==> src/rtl/bcd_rtc_pkg.sv <==
package bcd_rtc_pkg;
  localparam int unsigned N_EVT   = 5;
  localparam int unsigned EV_ACK  = 0;
  localparam int unsigned EV_ALM  = 1;
  localparam int unsigned EV_SEC  = 2;
  localparam int unsigned EV_TIM  = 3;
  localparam int unsigned EV_CAL  = 4;

  // word index = byte address / 4
  localparam int unsigned A_CTRL  = 0;
  localparam int unsigned A_TIME  = 1;
  localparam int unsigned A_CAL   = 2;
  localparam int unsigned A_STAT  = 3;
  localparam int unsigned A_SCLR  = 4;
  localparam int unsigned A_IEN   = 5;
  localparam int unsigned A_IDIS  = 6;
  localparam int unsigned A_IMASK = 7;
  localparam int unsigned A_VALID = 8;

  function automatic logic bcd_ok(input logic [7:0] v);
    return (v[7:4] <= 4'd9) && (v[3:0] <= 4'd9);
  endfunction

  function automatic logic [7:0] bcd_inc(input logic [7:0] v);
    if (v[3:0] == 4'd9) return {v[7:4] + 4'd1, 4'h0};
    return {v[7:4], v[3:0] + 4'd1};
  endfunction

  function automatic logic is_leap(input logic [7:0] yr);
    if (yr[4]) return (yr[3:0] == 4'd2) || (yr[3:0] == 4'd6);
    return (yr[3:0] == 4'd0) || (yr[3:0] == 4'd4) || (yr[3:0] == 4'd8);
  endfunction

  function automatic logic [7:0] month_len(input logic [7:0] mon, input logic leap);
    case (mon)
      8'h02:                      return leap ? 8'h29 : 8'h28;
      8'h04, 8'h06, 8'h09, 8'h11: return 8'h30;
      default:                    return 8'h31;
    endcase
  endfunction
endpackage

==> src/rtl/bcd_rtc_time.sv <==
module bcd_rtc_time
  import bcd_rtc_pkg::*;
(
  input  logic        clk_i,
  input  logic        rst_ni,
  input  logic        tick_i,
  input  logic        run_i,
  input  logic        wr_i,
  input  logic [6:0]  w_sec_i,
  input  logic [6:0]  w_min_i,
  input  logic [5:0]  w_hr_i,
  output logic [31:0] time_o,
  output logic        bad_o,
  output logic        min_evt_o,
  output logic        day_carry_o
);
  logic [7:0] sec_q, min_q, hr_q;
  logic       bad_q;
  logic [7:0] w_sec, w_min, w_hr;
  logic       w_ok, step;

  assign w_sec = {1'b0, w_sec_i};
  assign w_min = {1'b0, w_min_i};
  assign w_hr  = {2'b00, w_hr_i};
  assign w_ok  = bcd_ok(w_sec) && (w_sec <= 8'h59) &&
                 bcd_ok(w_min) && (w_min <= 8'h59) &&
                 bcd_ok(w_hr)  && (w_hr  <= 8'h23);

  assign step        = tick_i & run_i & ~bad_q;
  assign min_evt_o   = step & (sec_q == 8'h59);
  assign day_carry_o = min_evt_o & (min_q == 8'h59) & (hr_q == 8'h23);

  always_ff @(posedge clk_i or negedge rst_ni) begin
    if (!rst_ni) begin
      sec_q <= '0;
      min_q <= '0;
      hr_q  <= '0;
      bad_q <= 1'b0;
    end else if (wr_i) begin
      bad_q <= ~w_ok;
      if (w_ok) begin
        sec_q <= w_sec;
        min_q <= w_min;
        hr_q  <= w_hr;
      end
    end else if (step) begin
      if (sec_q != 8'h59) begin
        sec_q <= bcd_inc(sec_q);
      end else begin
        sec_q <= '0;
        if (min_q != 8'h59) begin
          min_q <= bcd_inc(min_q);
        end else begin
          min_q <= '0;
          hr_q  <= (hr_q == 8'h23) ? 8'h00 : bcd_inc(hr_q);
        end
      end
    end
  end

  assign time_o = {10'b0, hr_q[5:0], 1'b0, min_q[6:0], 1'b0, sec_q[6:0]};
  assign bad_o  = bad_q;
endmodule

==> src/rtl/bcd_rtc_cal.sv <==
module bcd_rtc_cal
  import bcd_rtc_pkg::*;
(
  input  logic        clk_i,
  input  logic        rst_ni,
  input  logic        carry_i,
  input  logic        run_i,
  input  logic        wr_i,
  input  logic [6:0]  w_cen_i,
  input  logic [7:0]  w_yr_i,
  input  logic [4:0]  w_mon_i,
  input  logic [2:0]  w_dow_i,
  input  logic [5:0]  w_day_i,
  output logic [31:0] cal_o,
  output logic        bad_o,
  output logic        day_evt_o
);
  logic [7:0] cen_q, yr_q, mon_q, day_q;
  logic [2:0] dow_q;
  logic       bad_q;
  logic [7:0] w_cen, w_mon, w_day, cur_len;
  logic       w_ok, step;

  assign w_cen = {1'b0, w_cen_i};
  assign w_mon = {3'b000, w_mon_i};
  assign w_day = {2'b00, w_day_i};
  assign w_ok  = bcd_ok(w_cen) && bcd_ok(w_yr_i) &&
                 bcd_ok(w_mon) && (w_mon >= 8'h01) && (w_mon <= 8'h12) &&
                 (w_dow_i != 3'd0) &&
                 bcd_ok(w_day) && (w_day >= 8'h01) &&
                 (w_day <= month_len(w_mon, is_leap(w_yr_i)));

  assign cur_len   = month_len(mon_q, is_leap(yr_q));
  assign step      = carry_i & run_i & ~bad_q;
  assign day_evt_o = step;

  always_ff @(posedge clk_i or negedge rst_ni) begin
    if (!rst_ni) begin
      cen_q <= 8'h19;
      yr_q  <= 8'h00;
      mon_q <= 8'h01;
      day_q <= 8'h01;
      dow_q <= 3'd1;
      bad_q <= 1'b0;
    end else if (wr_i) begin
      bad_q <= ~w_ok;
      if (w_ok) begin
        cen_q <= w_cen;
        yr_q  <= w_yr_i;
        mon_q <= w_mon;
        day_q <= w_day;
        dow_q <= w_dow_i;
      end
    end else if (step) begin
      dow_q <= (dow_q == 3'd7) ? 3'd1 : dow_q + 3'd1;
      if (day_q != cur_len) begin
        day_q <= bcd_inc(day_q);
      end else begin
        day_q <= 8'h01;
        if (mon_q != 8'h12) begin
          mon_q <= bcd_inc(mon_q);
        end else begin
          mon_q <= 8'h01;
          if (yr_q != 8'h99) begin
            yr_q <= bcd_inc(yr_q);
          end else begin
            yr_q  <= 8'h00;
            cen_q <= (cen_q == 8'h99) ? 8'h00 : bcd_inc(cen_q);
          end
        end
      end
    end
  end

  assign cal_o = {2'b00, day_q[5:0], dow_q, mon_q[4:0], yr_q, 1'b0, cen_q[6:0]};
  assign bad_o = bad_q;
endmodule

==> src/rtl/bcd_rtc_evt.sv <==
module bcd_rtc_evt #(
  parameter int unsigned N = 5
) (
  input  logic         clk_i,
  input  logic         rst_ni,
  input  logic [N-1:0] set_i,
  input  logic [N-1:0] clr_i,
  input  logic [N-1:0] en_i,
  input  logic [N-1:0] dis_i,
  output logic [N-1:0] stat_o,
  output logic [N-1:0] mask_o,
  output logic         irq_o
);
  for (genvar i = 0; i < N; i++) begin : g_bit
    logic s_q, m_q;
    always_ff @(posedge clk_i or negedge rst_ni) begin
      if (!rst_ni) begin
        s_q <= 1'b0;
        m_q <= 1'b0;
      end else begin
        s_q <= set_i[i] | (s_q & ~clr_i[i]);  // set wins
        m_q <= en_i[i]  | (m_q & ~dis_i[i]);
      end
    end
    assign stat_o[i] = s_q;
    assign mask_o[i] = m_q;
  end

  assign irq_o = |(stat_o & mask_o);
endmodule

==> src/rtl/bcd_rtc.sv <==
module bcd_rtc
  import bcd_rtc_pkg::*;
#(
  parameter int unsigned ADDR_W = 6
) (
  input  logic              clk_i,
  input  logic              rst_ni,
  input  logic              tick_i,
  input  logic              wr_i,
  input  logic [ADDR_W-1:0] addr_i,
  input  logic [31:0]       wdata_i,
  output logic [31:0]       rdata_o,
  output logic              irq_o
);
  localparam int unsigned IDX_W = ADDR_W - 2;

  logic [IDX_W-1:0] idx;
  logic [1:0]       ctrl_q;
  logic             armed_q, served_q, set_ack;
  logic             tim_we, cal_we;
  logic             tim_bad, cal_bad, min_evt, day_carry, day_evt;
  logic [31:0]      time_w, cal_w;
  logic [N_EVT-1:0] set_v, clr_v, en_v, dis_v, stat_w, mask_w;
  logic [3:0]       valid_w;
  logic             unused_bits;

  assign idx         = addr_i[ADDR_W-1:2];
  assign unused_bits = ^{addr_i[1:0], wdata_i[31:30]};

  assign tim_we = wr_i && (idx == IDX_W'(A_TIME)) && ctrl_q[0];
  assign cal_we = wr_i && (idx == IDX_W'(A_CAL))  && ctrl_q[1];

  // acknowledge once per request, only after a strobe since the last one
  assign set_ack = (|ctrl_q) & armed_q & ~served_q;

  always_ff @(posedge clk_i or negedge rst_ni) begin
    if (!rst_ni) begin
      ctrl_q   <= 2'b00;
      armed_q  <= 1'b1;
      served_q <= 1'b0;
    end else begin
      if (wr_i && (idx == IDX_W'(A_CTRL))) ctrl_q <= wdata_i[1:0];
      if (set_ack)     armed_q <= 1'b0;
      else if (tick_i) armed_q <= 1'b1;
      if (!(|ctrl_q))  served_q <= 1'b0;
      else if (set_ack) served_q <= 1'b1;
    end
  end

  bcd_rtc_time u_time (
    .clk_i       (clk_i),
    .rst_ni      (rst_ni),
    .tick_i      (tick_i),
    .run_i       (~ctrl_q[0]),
    .wr_i        (tim_we),
    .w_sec_i     (wdata_i[6:0]),
    .w_min_i     (wdata_i[14:8]),
    .w_hr_i      (wdata_i[21:16]),
    .time_o      (time_w),
    .bad_o       (tim_bad),
    .min_evt_o   (min_evt),
    .day_carry_o (day_carry)
  );

  bcd_rtc_cal u_cal (
    .clk_i     (clk_i),
    .rst_ni    (rst_ni),
    .carry_i   (day_carry),
    .run_i     (~ctrl_q[1]),
    .wr_i      (cal_we),
    .w_cen_i   (wdata_i[6:0]),
    .w_yr_i    (wdata_i[15:8]),
    .w_mon_i   (wdata_i[20:16]),
    .w_dow_i   (wdata_i[23:21]),
    .w_day_i   (wdata_i[29:24]),
    .cal_o     (cal_w),
    .bad_o     (cal_bad),
    .day_evt_o (day_evt)
  );

  always_comb begin
    set_v         = '0;
    set_v[EV_ACK] = set_ack;
    set_v[EV_ALM] = 1'b0;
    set_v[EV_SEC] = tick_i;
    set_v[EV_TIM] = min_evt;
    set_v[EV_CAL] = day_evt;
  end

  assign clr_v = (wr_i && (idx == IDX_W'(A_SCLR))) ? wdata_i[N_EVT-1:0] : '0;
  assign en_v  = (wr_i && (idx == IDX_W'(A_IEN)))  ? wdata_i[N_EVT-1:0] : '0;
  assign dis_v = (wr_i && (idx == IDX_W'(A_IDIS))) ? wdata_i[N_EVT-1:0] : '0;

  bcd_rtc_evt #(.N(N_EVT)) u_evt (
    .clk_i  (clk_i),
    .rst_ni (rst_ni),
    .set_i  (set_v),
    .clr_i  (clr_v),
    .en_i   (en_v),
    .dis_i  (dis_v),
    .stat_o (stat_w),
    .mask_o (mask_w),
    .irq_o  (irq_o)
  );

  assign valid_w = {2'b00, cal_bad, tim_bad};

  always_comb begin
    rdata_o = '0;
    case (idx)
      IDX_W'(A_CTRL):  rdata_o = {30'b0, ctrl_q};
      IDX_W'(A_TIME):  rdata_o = time_w;
      IDX_W'(A_CAL):   rdata_o = cal_w;
      IDX_W'(A_STAT):  rdata_o = {{(32-N_EVT){1'b0}}, stat_w};
      IDX_W'(A_IMASK): rdata_o = {{(32-N_EVT){1'b0}}, mask_w};
      IDX_W'(A_VALID): rdata_o = {28'b0, valid_w};
      default:         rdata_o = '0;
    endcase
  end
endmodule

==> config.mk <==
export PLATFORM = sky130hd
export DESIGN_NAME = bcd_rtc
export DESIGN_NICKNAME = d
export VERILOG_FILES = /design/src/rtl/bcd_rtc_pkg.sv /design/src/rtl/bcd_rtc_time.sv /design/src/rtl/bcd_rtc_cal.sv /design/src/rtl/bcd_rtc_evt.sv /design/src/rtl/bcd_rtc.sv
export SDC_FILE = /design/constraint.sdc
export NUM_CORES = 1
export LEC_CHECK = 0
export BUFFER_PORTS_ARGS = -buffer_cell sky130_fd_sc_hd__buf_2
export CAP_MARGIN = 5
export CELL_PAD_IN_SITES_DETAIL_PLACEMENT = 0
export CELL_PAD_IN_SITES_GLOBAL_PLACEMENT = 1
export CORE_MARGIN = 1
export CORE_UTILIZATION = 47
export DETAILED_ROUTE_END_ITERATION = 6
export PLACE_DENSITY = 0.89
export SETUP_SLACK_MARGIN = 0.15
export SYNTH_ARGS = -nofsm -noshare
export SYNTH_HDL_FRONTEND = slang
export SYNTH_SLANG_ARGS = --single-unit
==> constraint.sdc <==
create_clock -name clk_i -period 7.8 [get_ports clk_i]
set_input_delay 0.39 -clock clk_i [delete_from_list [all_inputs] [get_ports clk_i]]
set_output_delay 0.39 -clock clk_i [all_outputs]
set_load 0.1 [all_outputs]
==> summary.txt <==
CTS
  • # resized after CTS: 0
  • Worst-Skew Late Latency: 370 ps
  • Postcts setup bufs: 0
  • Htree depth: 3
  • CTS tree: done
  • # clock sinks: 75
  • CTS Buf Count: 9
  • CTS max path bufs: 2
  • Cts hold-fix bufs: 0
  • Clock Pin Slew Worst Setup and Hold Paths: 80 ps
  • CTS root buf: clkbuf_8

Timing
  • Slew headroom: 24.5%
  • Period Utilization, post-route: 46.2%
  • Fin. Hold Viols: 0
  • Minimum clock period: 3610 ps
  • Max Freq: 277 MHz
  • # setup viols final: 0
  • RSZ-0062 raised after global routing: no
  • Setup TNS: 0 ps
  • Fin Clk Skew: 11.2 ps
  • Setup ws final: 4190 ps
  • Fin. max-slew vios: 0
  • Worst Tran Pin Value: 1120 ps

Worst setup path
  • CP Data Required Time: 8080 ps
  • Largest delay share family, worst path: simple AND/OR/NAND/NOR gates
  • CP max stage delay: 900 ps
  • Crit path cell chain: buf_2, nor4b_4, nand3_1, o31a_1, nor2_4, o21ai_1, or2_2, o31ai_1
  • WP buf/inv: 1
  • Slowest cell on the critical path: nor4b_4
  • CP Max Fanout: 17
  • Arrival @ worst endpoint: 3890 ps
  • Worst Setup End Kind: flop
  • Setup CP Type: in2reg
  • Setup crit start kind: input pin

Detailed routing
  • Routed vias/inst: 6.07
  • DRC Markers: 0
  • Initial DRC count: 340
  • Routed Antenna Nets: 0
  • DRT Wirelength: 14.6 mm
  • Drt first pass iters: 5
  • Routed length per instance: 17.7 µm
  • Via Count: 5016

Placement
  • Gpl congestion: 0.876
  • Final HPWL DP: 10.6 mm
  • Port bufs: 66
  • DP Worst Slack: 3810 ps
  • Placed Instances: 811

Logic synthesis
  • Syn Area/Cell: 8.35 µm²
  • #FFs+latches synth: 75
  • Synth Flop Type: dfrtp_1
  • Post-synth ARST share: 100%
  • Synth warn: 0
  • Number of flops mapped to enable cells by yosys: 0
  • Post-Synthesis Cells: 632
  • Unique masters post-synth: 67
  • Cell area after synthesis: 0.00528 mm²
  • Sequential area share after synthesis: 35.7%

Pwr
  • Gate power share: 20.1%
  • Flop pwr share: 51.1%
  • Clk pwr share: 28.8%
  • Maximum VDD drop: 114 µV
  • Power density cells: 154 mW/mm²
  • Net switching power: 0.300 mW
  • Sw Share: 33.3%
  • Design Power: 0.901 mW
  • Pleak: 2.58 nW
  • Internal Power: 0.601 mW

Cells and area
  • Diode count: 0
  • Area grow syn2layout: 10.5%
  • Layout cell share with drive strength beyond 1: 15.1%
  • Final Non-Filler Cells: 827
  • Nets: 753

Floorplan
  • Die Y: 108 µm
  • Die Wd: 108 µm
  • Initial Utilization: 48.5%
  • I/O pin total: 75
  • Rows: 38
  • DIE AREA: 0.0117 mm²
  • Core ar.: 0.0109 mm²

Status
  • Status: complete, no violations

Global routing
  • Vias in the first global route: 4771
  • GRT overflow: 0
  • First-pass GRT wire length: 24.0 mm
  • Gr usage total: 26.7%
  • Initial antenna violation count: 0
  • Largest net degree at the start of global routing: 76

Worst hold path
  • HP Class: in2async

Job
  • Max_cap viols: 0
power groups by stage:
stage / clock [mW] / sequential [mW] / combinational (mW)
floorplan: 0 / 0.454 / 0.135
global placement: 0 / 0.465 / 0.176
detailed placement: 0 / 0.466 / 0.182
CTS: 0.267 / 0.459 / 0.182
global route: 0.284 / 0.464 / 0.205
finish: 0.259 / 0.460 / 0.181
routing by layer:
layer / share of wire [%] / GRT usage (%)
met1: 45 / 34.4
met2: 48 / 44.3
met3: 5.5 / 4.82
met4: 1.8 / 11.0
met5: 0 / 0
cell type report:
cell class / count / area (µm²)
Clock buffer: 16 / 150
Fill cell: 1049 / 5050
Inverter: 25 / 93.8
Multi-Input combinational cell: 501 / 3170
Sequential cell: 75 / 1890
Tap cell: 140 / 175
Timing Repair Buffer: 70 / 363
through the flow:
stage          area (µm²)  utilization (%)  hold WS, ps
5_1_grt              5830             53.6          263
3_3_place_gp         5680             52.2          478
4_1_cts              5830             53.6          229
3_5_place_dp         5680             52.2          484
6_report             5830             53.6          162
2_1_floorplan        5290                -         94.4
flip-flops by register name (all words and copies together) (netlist names), 2 cells and up:
signal           flops
u_evt.g_bit.m_q      5
ctrl_q               2
u_time.sec_q         8
u_evt.g_bit.s_q      5
u_cal.dow_q          3
u_time.min_q         8
u_cal.cen_q          8
u_time.hr_q          8
u_cal.yr_q           8
u_cal.day_q          8
u_cal.mon_q          8
path summary, 6_finish.rpt:
check / startpoint / end / slack [ps] / cells past startpoint
min in group clk_i: tick_i / u_evt.g_bit[2].s_q / 290 / 2
worst max-delay path: addr_i[3] / u_time.hr_q[6] / 4190 / 8
worst min-delay path: rst_ni / u_evt.g_bit[4].m_q / 160 / 1
worst max register to register: ctrl_q[0] / u_cal.cen_q[7] / 4220 / 7
max in group asynchronous: rst_ni / u_time.hr_q[3] / 6980 / 1
worst min register to register: served_q / served_q / 500 / 2
layout by cell type (no fill, tap or decap), types with 5 or more instances in the layout:
cell       instances
nor2_1            61
mux2_2             5
buf_2             65
a32oi_1            5
a21oi_1           49
dfrtp_1           68
a21o_1             5
mux2i_1            5
a22oi_1           12
nand3_1           21
a2bb2oi_1          6
nand2_1           54
clkbuf_1           7
nor2b_1            6
buf_4              5
dfstp_2            7
a211oi_1           6
o31ai_1           10
nand3b_1           7
nand2b_1          10
or3_1              6
o21ai_0           68
and2_1            13
ha_1              29
inv_1             25
nor4_1             7
nor3b_1           11
a22o_1            19
clkbuf_8           9
and3_1             7
nor3_1            13
cells by family (layout without fill, tap and decap cells):
kind of cell | count (synthesis) | after routing | synth area share [%]
DFF | 75 | 75 | 35.7
and+or+nand+nor | 236 | 236 | 23.4
muxes | 11 | 11 | 2.23
buffers and inverters | 58 | 111 | 4.55
xor gates and xnor gates | 4 | 4 | 0.664
other | 1 | 3 | 0.0711
adders and majority gates | 29 | 29 | 6.88
AOI/OAI and AO/OA | 218 | 218 | 26.5
worst reg2reg max path: stages, from the launching register on:
cell and delay (ps):
dfrtp_1 420, or3b_2 510, nor4_1 560, nand4_1 520, nor4_2 470, o21ai_2 300, or3_1 460, a22o_1 230
synthesized netlist by cell type (4+ instances only):
library cell	number	area [µm²]
nand3_1	21	105
nor4_1	7	43.8
a21o_1	5	37.5
nor3b_1	11	82.6
a22oi_1	12	90.1
and2_1	13	81.3
o31ai_1	10	75.1
a32oi_1	5	43.8
nand4_1	4	25.0
nand3b_1	7	52.6
nor2b_1	6	37.5
buf_1	5	18.8
mux2i_1	5	50.1
ha_1	29	363
inv_1	25	93.8
a31oi_1	4	25.0
nor2_1	61	229
a22o_1	19	166
o22ai_1	4	25.0
nand2_1	54	203
o21ai_0	68	340
dfrtp_1	68	1700
o21a_1	4	30.0
a2bb2oi_1	6	52.6
mux2_2	5	56.3
nor3_1	13	65.1
or3_1	6	37.5
and3_1	7	43.8
a211oi_1	6	45.0
o211ai_1	4	30.0
a21oi_1	49	245
nand2b_1	10	62.6
clkbuf_1	21	78.8
dfstp_2	7	184
Power figures use the tool's default switching activity.
